<file path="config.mk">
export PLATFORM = sky130hd
export DESIGN_NAME = ffm_unit
export DESIGN_NICKNAME = d
export VERILOG_FILES = /design/src/rtl/ffm_pkg.sv /design/src/rtl/ffm_gate.sv /design/src/rtl/ffm_first_one.sv /design/src/rtl/ffm_merge.sv /design/src/rtl/ffm_unit.sv
export SDC_FILE = /design/constraint.sdc
export NUM_CORES = 1
export LEC_CHECK = 0
export ABC_AREA = 1
export BUFFER_PORTS_ARGS = -buffer_cell sky130_fd_sc_hd__buf_2
export CAP_MARGIN = 20
export CORE_ASPECT_RATIO = 1.4
export CORE_MARGIN = 3
export CORE_UTILIZATION = 43
export DETAILED_ROUTE_END_ITERATION = 16
export PLACE_DENSITY = 0.87
export SYNTH_ARGS = -nofsm -noshare
export SYNTH_HDL_FRONTEND = slang
export SYNTH_HIERARCHICAL = 1
export SYNTH_SLANG_ARGS = --single-unit
</file>
<file path="constraint.sdc">
create_clock -name clk -period 1.3 [get_ports clk]
set_input_delay 0.13 -clock clk [delete_from_list [all_inputs] [get_ports clk]]
set_output_delay 0.13 -clock clk [all_outputs]
set_load 0.05 [all_outputs]
</file>
<file path="src/rtl/ffm_pkg.sv">
package ffm_pkg;
   typedef enum logic [1:0] {
      MODE_BEFORE  = 2'b00,
      MODE_THROUGH = 2'b01,
      MODE_SINGLE  = 2'b10,
      MODE_RSVD    = 2'b11
   } ffm_mode_e;
endpackage

</file>
<file path="src/rtl/ffm_gate.sv">
// Derives the active-element vector and clears inactive source bits.
module ffm_gate #(
   parameter int VLEN = 8
) (
   input  logic            mask_en,
   input  logic [VLEN-1:0] en_mask,
   input  logic [VLEN-1:0] src,
   output logic [VLEN-1:0] active,
   output logic [VLEN-1:0] src_act
);
   always_comb begin
      active  = mask_en ? en_mask : {VLEN{1'b1}};
      src_act = src & active;
   end
endmodule

</file>
<file path="src/rtl/ffm_first_one.sv">
// Lowest-set-bit search: one-hot of the first one and the run of zeros below it.
module ffm_first_one #(
   parameter int VLEN  = 8,
   parameter bit ARITH = 1'b1
) (
   input  logic [VLEN-1:0] x,
   output logic [VLEN-1:0] first,
   output logic [VLEN-1:0] below
);
   if (ARITH) begin : g_arith
      // two's complement carry isolates the lowest one
      always_comb begin
         first = x & (~x + {{(VLEN-1){1'b0}}, 1'b1});
         below = ~x & (x - {{(VLEN-1){1'b0}}, 1'b1});
      end
   end else begin : g_ripple
      always_comb begin
         logic seen;
         seen = 1'b0;
         for (int i = 0; i < VLEN; i++) begin
            first[i] = !seen && x[i];
            below[i] = !seen && !x[i];
            seen     = seen | x[i];
         end
      end
   end

   always_comb begin
      p_first_onehot_r4 : assert ($onehot0(first));
      p_first_below_disjoint_r1 : assert ((first & below) == '0);
   end
endmodule

</file>
<file path="src/rtl/ffm_merge.sv">
// Shapes the mask per mode and keeps old bits in inactive positions.
module ffm_merge
   import ffm_pkg::*;
#(
   parameter int VLEN = 8
) (
   input  ffm_mode_e       mode,
   input  logic [VLEN-1:0] active,
   input  logic [VLEN-1:0] first,
   input  logic [VLEN-1:0] below,
   input  logic [VLEN-1:0] old_dst,
   output logic [VLEN-1:0] merged
);
   logic [VLEN-1:0] shaped;

   always_comb begin
      unique case (mode)
         MODE_BEFORE:  shaped = below;
         MODE_THROUGH: shaped = below | first;
         MODE_SINGLE:  shaped = first;
         default:      shaped = old_dst;
      endcase
      merged = (shaped & active) | (old_dst & ~active);
   end
endmodule

</file>
<file path="src/rtl/ffm_unit.sv">
module ffm_unit
   import ffm_pkg::*;
#(
   parameter int VLEN  = 8,
   parameter bit ARITH = 1'b1
) (
   input  logic            clk,
   input  logic            rst,
   input  logic            valid_in,
   input  logic [1:0]      mode,
   input  logic            mask_en,
   input  logic [VLEN-1:0] en_mask,
   input  logic [VLEN-1:0] src,
   input  logic [VLEN-1:0] old_dst,
   output logic            valid_out,
   output logic [VLEN-1:0] result
);
   localparam logic [VLEN-1:0] ZERO = '0;

   if (VLEN < 2) begin : g_bad_vlen
      $error("ffm_unit: VLEN must be at least 2");
   end

   logic [VLEN-1:0] active, src_act, first, below, merged;
   ffm_mode_e       mode_e;

   assign mode_e = ffm_mode_e'(mode);

   ffm_gate #(.VLEN(VLEN)) u_gate (
      .mask_en(mask_en), .en_mask(en_mask), .src(src),
      .active(active), .src_act(src_act)
   );

   ffm_first_one #(.VLEN(VLEN), .ARITH(ARITH)) u_find (
      .x(src_act), .first(first), .below(below)
   );

   ffm_merge #(.VLEN(VLEN)) u_merge (
      .mode(mode_e), .active(active), .first(first), .below(below),
      .old_dst(old_dst), .merged(merged)
   );

   always_ff @(posedge clk) begin
      if (rst) begin
         valid_out <= 1'b0;
         result    <= ZERO;
      end else begin
         valid_out <= valid_in;
         if (valid_in) result <= merged;
      end
   end

   p_valid_rise_r9 : assert property (@(posedge clk) disable iff (rst)
      valid_in |=> valid_out);
   p_valid_fall_r9 : assert property (@(posedge clk) disable iff (rst)
      !valid_in |=> !valid_out);
   p_hold_r10 : assert property (@(posedge clk) disable iff (rst)
      !valid_in |=> $stable(result));
   p_keep_disabled_r6 : assert property (@(posedge clk) disable iff (rst)
      (valid_in && mask_en) |=>
      (((result ^ $past(old_dst)) & ~$past(en_mask)) == ZERO));
   p_reserved_r8 : assert property (@(posedge clk) disable iff (rst)
      (valid_in && mode == 2'b11) |=> (result == $past(old_dst)));
   p_single_onehot_r4 : assert property (@(posedge clk) disable iff (rst)
      (valid_in && mode == 2'b10) |=> ($countones(result & $past(active)) <= 1));
endmodule

</file>
==> qor.csv, run 1 <==
stage;metric;value;unit
clock_tree;Num CTS Buffers;3;
synthesis;mean post-synth cell area;5.26;µm²
critical_path;CP delay by family, top;simple AND/OR/NAND/NOR gates;
sta;Max Fclk;842;MHz
place;DP Wirelength;1620;µm
critical_path;Worst Reg-to-Reg Cells;2;
clock_tree;clock-pin slew on the worst setup and hold paths;0.06;ns
drt;DR vias/cell;4.45;
sta;RSZ-0062 raised after global routing;false;
critical_path;CP Buf/Inv Count;4;
place;GPL Wtd Cong;0.912;
synthesis;synth warn;6;
clock_tree;post-CTS setup buffers;0;
clock_tree;CTS sink cnt;9;
die;Rows;19;
drt;DR pass1 iterations;4;
sta;# setup viols final;0;
sta;Final min period;1.19;ns
clock_tree;CTS root buf;clkbuf_4;
sta;Tcrit/Tclk final;91.3;%
sta;Final Hold Viols;0;
synthesis;Synth Cell Area;941;µm²
critical_path;Max Fanout on Critical Path;11;
drt;WL/cell;8.46;µm
critical_path;reg2reg end;result[6];
die;core outline area;2020;µm²
critical_path;crit path cell chain;clkbuf_4, buf_4, a21oi_2, inv_1, nor3_1, nand3_2, nand2_1, nand2_1, nand2_1, inv_1, nand2_1, nand2_1, nor2_1;
global_routing;initial antenna violation count;0;
pwr;pwr dens;754;nW/µm²
clock_tree;htree depth;1;
layout;fill cell count;239;
drt;WL final;2030;µm
critical_path;reg2reg setup slack;0.74;ns
layout;Nets;250;
sta;Fin Clk Skew;0;ns
synthesis;#FFs+latches synth;9;
global_routing;pin count of the biggest net entering global routing;18;
critical_path;critical path arrival;1.39;ns
synthesis;register area share after synthesis;19.1;%
critical_path;end point of the critical path;result[5];
global_routing;first-pass GRT wire length;3270;µm
die;Starting Density;46.6;%
pwr;Leak;0.781;nW
layout;layout cells sized above 1;26.9;%
sta;setup ws final;0.113;ns
critical_path;crit path launch;mask_en;
drt;post-route ant nets;0;
critical_path;CP most frequent cell;nand2_1;
place;Placed Area;1120;µm²
die;die width;45.5;µm
pwr;maximum vdd drop;0.000344;V
critical_path;critical path class;in2reg;
layout;Layout area overhead;22.5;%
worst_hold_path;worst hold path class;in2reg;
pwr;Power Total;869;µW
die;Die H;61.4;µm
drt;DRC;0;
global_routing;gr usage total;15.8;%
die;Top Ports;39;
critical_path;Crit-path slowest cell;nor3_1;
layout;final instance area;1150;µm²
critical_path;R2R Path Start;result[6];
critical_path;max incr delay on CP;0.22;ns
synthesis;Mapped Nets;209;
critical_path;CP startpoint kind;primary input;
sta;Tightest Pin Transition;0.333;ns
place;IO buf count;38;
drt;via count;1069;
clock_tree;Clock Tree Buf Depth;2;
synthesis;synth unique cells;18;
critical_path;critical path endpoint category;register;
drt;Starting DRT DRC Count;19;
synthesis;synthesized instance count;179;
place;pre-CTS setup slack;-0.220;ns
sta;Final Slew Violations;0;
critical_path;Req. time, crit path;1.50;ns
sta;slew margin rel.;77.8;%
critical_path;CP Depth;13;
global_routing;via count of the first global-routing pass;890;
die;die footprint;2790;µm²
clock_tree;CTS tree;yes;
run_status;outcome;complete, no violations;
sta;setup TNS;0;ns
layout;final core occ;57.0;%
global_routing;total grt overflow;0;
flow_run;Max Cap Viol;0;
clock_tree;Clock Latency Late Sink;0.26;ns
layout;Ant. Diodes;0;
-- final cells by class --
class | count | area (µm²) | area share, %
clock buffer | 4 | 26.3 | 2.28
inverter | 38 | 143 | 12.4
multi-input combinational | 126 | 554 | 48.1
sequential | 9 | 180 | 15.6
tap | 21 | 26.3 | 2.28
timing repair buffer | 42 | 223 | 19.3
-- layer usage --
| layer | GRT usage (%) | part of all wire, % | wire, µm | up-vias |
|---|---|---|---|---|
| met5 | 0 | 0 | 0 | - |
| met4 | 10.9 | 2.0 | 40 | 0 |
| li1 | - | - | - | 594 |
| met3 | 2.05 | 4.4 | 89 | 4 |
| met1 | 16.0 | 43 | 877 | 443 |
| met2 | 28.7 | 50 | 1020 | 28 |
-- Yosys cell counts, drive strengths merged --
master,n,area (µm²)
nand2,76,305
and3,1,7.51
inv,38,143
nand3,9,55.1
nor2,28,115
nor3,4,20.0
a21oi,8,47.6
dfxtp,9,180
buf,6,67.6
-- cell families (layout without fill, tap and decap cells) --
kind of cell / count (synthesis) / after routing / synth area share, %
and+or+nand+nor: 118 / 118 / 53.5
buffers and inverters: 44 / 84 / 22.3
DFF: 9 / 9 / 19.1
AOI/OAI and AO/OA: 8 / 8 / 5.05
-- metrics by stage --
step / hold slack, ns / cells
after floorplan: 0.201 / 179
after global placement: 0.301 / 236
after detailed placement: 0.308 / 236
after CTS: 0.0239 / 240
after global routing: 0.0166 / 240
final: 0.0325 / 240
-- cell usage in the layout, fill, tap and decap left out --
master,synthesis,routed
buf_2,0,37
and3_2,1,1
nand2_4,2,2
nand2_1,72,72
clkbuf_4,0,4
inv_2,2,2
buf_4,1,4
nor3_1,4,4
a21oi_2,2,3
a21oi_1,6,5
nand3_2,2,2
nor2_4,1,1
nand2_2,2,2
dfxtp_1,9,9
nor2_2,1,1
nor2_1,26,26
inv_1,36,36
nand3_1,7,7
clkbuf_1,0,1
-- timing repair --
action                                  CTS  global route
endpoints found under the setup margin    0             5
resized for setup                         0             1
hold buffers                              0             0
-- sequential cells by signal, indices dropped and copies added, names as in the netlist --
| name | count |
|---|---|
| result | 8 |
| valid_out | 1 |
-- where the power goes --
| part | internal [mW] | total [mW] | switching (mW) |
|---|---|---|---|
| clock | 0.118 | 0.215 | 0.0966 |
| combinational | 0.121 | 0.351 | 0.230 |
| sequential | 0.296 | 0.304 | 0.00811 |
| total | 0.535 | 0.869 | 0.335 |
-- how the worst min path moves through the flow --
stage	start	end	slack [ns]	depth (start not counted)
finish	rst	valid_out	0.03	2
CTS	rst	valid_out	0.02	2
detailed placement	rst	valid_out	0.31	2
global route	rst	valid_out	0.02	2
global placement	rst	valid_out	0.30	2
floorplan	rst	valid_out	0.20	1
Power figures use the tool's default switching activity.
==> run 2, diff against run 1 <==
--- a/config.mk
+++ b/config.mk
@@ -6,7 +6,7 @@
 export NUM_CORES = 1
 export LEC_CHECK = 0
 export ABC_AREA = 1
-export BUFFER_PORTS_ARGS = -buffer_cell sky130_fd_sc_hd__buf_2
+export BUFFER_PORTS_ARGS = -buffer_cell sky130_fd_sc_hd__buf_4
 export CAP_MARGIN = 20
 export CORE_ASPECT_RATIO = 1.4
 export CORE_MARGIN = 3
==> run 2 against run 1 <==
  * Core utilization increased by 6.7 points
  * Clock power decreased by 4%
  * Register-to-register slack got worse by 0.03 ns
  * Largest cell class unchanged
==> qor.csv, run 2 (synthesis results as in run 1) <==
stage;metric;value;unit
run_status;outcome;complete, no violations;
global_routing;pin count of the biggest net entering global routing;18;
layout;layout cells sized above 1;29.7;%
clock_tree;CTS tree;yes;
sta;RSZ-0062 raised after global routing;false;
critical_path;Max Fanout on Critical Path;11;
clock_tree;Clock Tree Buf Depth;2;
clock_tree;Clock Latency Late Sink;0.25;ns
critical_path;CP most frequent cell;nand2_1;
layout;final std cells w/o fill;243;
clock_tree;htree depth;1;
critical_path;max incr delay on CP;0.28;ns
die;die width;45.5;µm
clock_tree;Num CTS Buffers;3;
clock_tree;post-CTS setup buffers;0;
critical_path;CP delay by family, top;simple AND/OR/NAND/NOR gates;
sta;Final Slew Violations;0;
place;GPL Wtd Cong;0.951;
critical_path;Crit-path slowest cell;a21oi_1;
sta;# setup viols final;0;
layout;max reg flops;8;
worst_hold_path;WHS Path Cells;2;
layout;Nets;253;
place;DP Wirelength;1710;µm
drt;DRC;0;
pwr;power share of the clock group;22.7;%
critical_path;critical path class;in2reg;
sta;Final min period;1.10;ns
sta;Fin Clk Skew;0;ns
drt;Starting DRT DRC Count;20;
layout;Ant. Diodes;0;
sta;Max Fclk;908;MHz
die;Top Ports;39;
flow_run;Max Cap Viol;0;
pwr;Gate power share;43.8;%
critical_path;Worst Reg-to-Reg Cells;2;
place;IO buf count;38;
clock_tree;clock-pin slew on the worst setup and hold paths;0.06;ns
sta;setup TNS;0;ns
sta;Tightest Pin Transition;0.313;ns
layout;biggest regs;result x8, valid_out x1;
drt;WL final;2100;µm
layout;most common cell after layout, fill and taps aside;nand2_1;
global_routing;total grt overflow;0;
layout;commonest cells after routing, fill and taps aside;nand2_1 (72), buf_4 (44), inv_1 (36);
global_routing;gr usage total;16.3;%
pwr;sw power;334;µW
layout;Biggest register;result;
sta;slew margin rel.;79.0;%
pwr;Flop pwr share;33.4;%
die;die footprint;2790;µm²
critical_path;crit path cell chain;buf_6, a21oi_1, nor2_1, and3_2, nand3_1, nand2_1, nand2_1, nand2_1, inv_1, nand2_1, nand2_1, nor2_1;
drt;via count;1096;
die;core outline area;2020;µm²
die;Starting Density;46.6;%
pwr;Leak;0.825;nW
pwr;pwr dens;708;nW/µm²
critical_path;CP Buf/Inv Count;2;
critical_path;critical path arrival;1.26;ns
pwr;maximum vdd drop;0.000277;V
drt;post-route ant nets;0;
pwr;switching share of total power;36.6;%
pwr;P_int;577;µW
global_routing;via count of the first global-routing pass;899;
layout;Layout area overhead;36.8;%
die;Rows;19;
critical_path;CP startpoint kind;primary input;
place;DP Cell Count;239;
global_routing;initial antenna violation count;0;
clock_tree;CTS sink cnt;9;
critical_path;critical path endpoint category;register;
critical_path;Req. time, crit path;1.45;ns
worst_hold_path;worst hold path class;in2reg;
critical_path;CP Depth;12;
sta;Tcrit/Tclk final;84.7;%
die;Die H;61.4;µm
sta;Final Hold Viols;0;
drt;DR vias/cell;4.51;
drt;DR pass1 iterations;4;
clock_tree;hold bufs inserted after CTS;0;
clock_tree;CTS root buf;clkbuf_4;
drt;WL/cell;8.63;µm
global_routing;first-pass GRT wire length;3450;µm
## run 2: cell count changes in the layout (fill, tap and decap cells not counted)
cell	change
nor2_2	+1
nor3_1	-2
nor2_1	-1
buf_6	+1
buf_2	-37
a21oi_2	+1
buf_4	+40
a21oi_1	-1
clkbuf_4	-1
nor3_2	+2
## run 2: metal layers
layer	wire [µm]	share of wire, %	global-route usage, %
met5	0	0	0
met4	40	1.9	8.79
met3	109	5.2	1.46
met2	1120	53	29.7
met1	828	39	18.0
## run 2: power by group through the flow
stage               Combinational, mW  Clock [mW]  Sequential (mW)
finish                          0.399       0.207            0.305
global route                    0.447       0.228            0.306
CTS                             0.395       0.217            0.305
detailed placement              0.394           0            0.311
global placement                0.390           0            0.310
floorplan                       0.200           0            0.379
## run 2: worst register-to-register path: stages, from the launching register on
cell	delay (ns)
dfxtp_1	0.31
nor2_1	0.13
nor2_2	0.05
## run 2: through the flow
step	hold WS, ns	util (%)	worst slack (ns)	instance area (µm²)	power (mW)
6_report	0.0318	63.7	0.199	1290	0.911
5_1_grt	0.0333	63.7	0.00378	1290	0.981
4_1_cts	0.0194	62.7	0.160	1270	0.917
3_5_place_dp	0.298	61.4	-0.112	1240	0.705
3_3_place_gp	0.295	61.4	-0.0780	1240	0.700
2_1_floorplan	0.201	-	0.0381	945	0.579
## run 2: area by class of cell
class / count / area (µm²)
Multi-Input combinational cell: 126 / 571
Timing Repair Buffer: 45 / 342
Sequential cell: 9 / 180
Inverter: 38 / 143
Clock buffer: 4 / 26.3
Fill cell: 213 / 733
Tap cell: 21 / 26.3
## run 2: final timing paths
path,from,end,slack [ns]
worst min-delay path,rst,valid_out,0.03
worst max-delay path,mask_en,result[4],0.20
worst max register to register,result[5],result[5],0.71
worst min register to register,result[0],result[0],0.47
## run 2: repair_timing
item                                    in CTS  in global routing
hold endpoints to repair                     0                  0
endpoints found under the setup margin       0                  2
gates resized for setup                      0                  5
==> run 3, diff against run 2 <==
==> constraint.sdc (replaced) <==
create_clock -name clk -period 0.9 [get_ports clk]
set_input_delay 0.09 -clock clk [delete_from_list [all_inputs] [get_ports clk]]
set_output_delay 0.09 -clock clk [all_outputs]
set_load 0.05 [all_outputs]
==> run 3 against run 2 <==
  * The flow now finishes with violations (setup timing)
  * Cell count increased by 1.6%
  * Sequential cell count unchanged
  * Core utilization increased by 10 points
  * Sequential share of layout area decreased by 1.9 points
  * Largest power group unchanged
==> qor.csv, run 3 (synthesis results as in run 1) <==
stage;metric;value;unit
run_status;outcome;finished with violations;
run_status;failing checks;setup timing;
sta;Final min period;0.984;ns
global_routing;met1 Use GR;19.0;%
layout;final std cells w/o fill;247;
global_routing;GRT met3 Usage;0.877;%
sta;Fin Clk Skew;0;ns
worst_hold_path;worst hold path class;in2reg;
layout;Ant. Diodes;0;
place;Placed Area;1290;µm²
global_routing;first-pass GRT wire length;3800;µm
drt;WL/cell;9.60;µm
critical_path;R2R Path Start;result[7];
critical_path;critical path arrival;1.18;ns
drt;DR pass1 iterations;4;
pwr;maximum vdd drop;0.000421;V
critical_path;Max Fanout on Critical Path;3;
layout;final core occ;73.7;%
layout;layout cells sized above 1;39.4;%
pwr;pwr dens;967;nW/µm²
place;DP Wirelength;1670;µm
sta;# setup viols final;5;
drt;WL final;2370;µm
pwr;Power Total;1.44;mW
global_routing;via count of the first global-routing pass;1026;
clock_tree;Clock Tree Buf Depth;2;
critical_path;critical path endpoint category;register;
layout;Biggest register;result;
global_routing;initial antenna violation count;0;
sta;Final Hold Viols;0;
layout;most common cell after layout, fill and taps aside;nand2_1;
clock_tree;Num CTS Buffers;3;
sta;Max Fclk;1020;MHz
place;IO buf count;38;
place;DP Cell Count;239;
layout;max reg flops;8;
flow_run;Max Cap Viol;0;
sta;setup ws final;-0.0838;ns
pwr;Leak;0.875;nW
place;GPL Wtd Cong;0.876;
clock_tree;htree depth;1;
drt;Starting DRT DRC Count;14;
critical_path;critical path class;in2reg;
global_routing;gr usage total;18.1;%
critical_path;Worst Reg-to-Reg Cells;2;
sta;Tightest Pin Transition;0.226;ns
sta;RSZ-0062 raised after global routing;true;
clock_tree;CTS root buf;clkbuf_4;
layout;Layout area overhead;58.2;%
drt;via count;1137;
clock_tree;clock-pin slew on the worst setup and hold paths;0.05;ns
layout;Nets;257;
die;core outline area;2020;µm²
sta;slew margin rel.;84.9;%
critical_path;Req. time, crit path;1.10;ns
drt;DRC;0;
clock_tree;Clock Latency Late Sink;0.26;ns
clock_tree;CTS sink cnt;9;
critical_path;CP startpoint kind;primary input;
die;die width;45.5;µm
worst_hold_path;WHS Endpoint;result[4];
die;Die H;61.4;µm
layout;biggest regs;result x8, valid_out x1;
global_routing;GRT busiest layer;met2;
clock_tree;CTS tree;yes;
sta;Tcrit/Tclk final;109;%
die;Top Ports;39;
die;Starting Density;46.6;%
sta;Final Slew Violations;0;
global_routing;pin count of the biggest net entering global routing;18;
drt;DR vias/cell;4.60;
worst_hold_path;Worst Hold Launch;rst;
layout;final instance area;1490;µm²
die;die footprint;2790;µm²
worst_hold_path;WHS Path Cells;4;
global_routing;total grt overflow;0;
critical_path;reg2reg end;result[7];
die;Rows;19;
global_routing;M2 GR Usage;34.1;%
critical_path;reg2reg setup slack;0.33;ns
drt;post-route ant nets;0;
layout;commonest cells after routing, fill and taps aside;nand2_1 (72), buf_4 (35), inv_1 (25);
==> run 3: changes by cell type in the layout (fill, tap and decap cells not counted), sizes merged <==
cell / change
dlygate4sd3: +1
buf: +2
clkbuf: +1
==> run 3: layout make-up <==
class | count | area, µm²
clock buffers | 4 | 26.3
fillers | 158 | 532
inverters | 38 | 150
multi-input cells | 126 | 648
flip-flops and latches | 9 | 180
well taps | 21 | 26.3
repair buffers | 49 | 458
==> run 3: per-stage QoR <==
stage | setup TNS (ns) | hold WS, ns | setup WS (ns)
CTS | -0.188 | 0.173 | -0.0719
global placement | -2.93 | 0.256 | -0.417
global route | -1.16 | 0.204 | -0.218
finish | -0.306 | 0.183 | -0.0838
floorplan | -1.47 | 0.161 | -0.255
detailed placement | -3.11 | 0.257 | -0.485
==> run 3: worst max-delay path: stages <==
cell and delay (ns):
buf_4 0.12, inv_4 0.05, a21oi_4 0.05, nor2_2 0.13, inv_1 0.08, nor3_2 0.19, nand3_2 0.07, nand2_1 0.07
nand2_1 0.04, nand2_1 0.06, inv_1 0.03, nand2_1 0.05, nand2_1 0.05, nor2_1 0.10
==> run 3: worst max-delay path by stage <==
stage,from,end,slack (ns),depth (start not counted)
floorplan,mask_en,result[5],-0.26,14
global placement,mask_en,result[7],-0.42,13
CTS,mask_en,result[7],-0.07,13
detailed placement,mask_en,result[7],-0.49,13
finish,en_mask[4],result[5],-0.08,14
global route,en_mask[6],result[6],-0.22,14
==> run 3: report_power, final <==
group | internal [mW] | switching (mW) | total (mW)
Clock | 0.170 | 0.132 | 0.303
Combinational | 0.308 | 0.386 | 0.693
Sequential | 0.427 | 0.0167 | 0.444
==> run 3: repair_timing <==
item | CTS | global route
pin swaps | 14 | 4
hold endpoints to repair | 1 | 0
resized for setup | 28 | 12
gates cloned | 0 | 1
endpoints found under the setup margin | 8 | 12
hold buffers | 1 | 0
buffers inserted | 2 | 0
==> run 3: routing by layer <==
layer	part of all wire, %	vias to the layer above
li1	-	609
met1	38	499
met2	56	25
met3	4.3	4
met4	1.6	0
met5	0	-
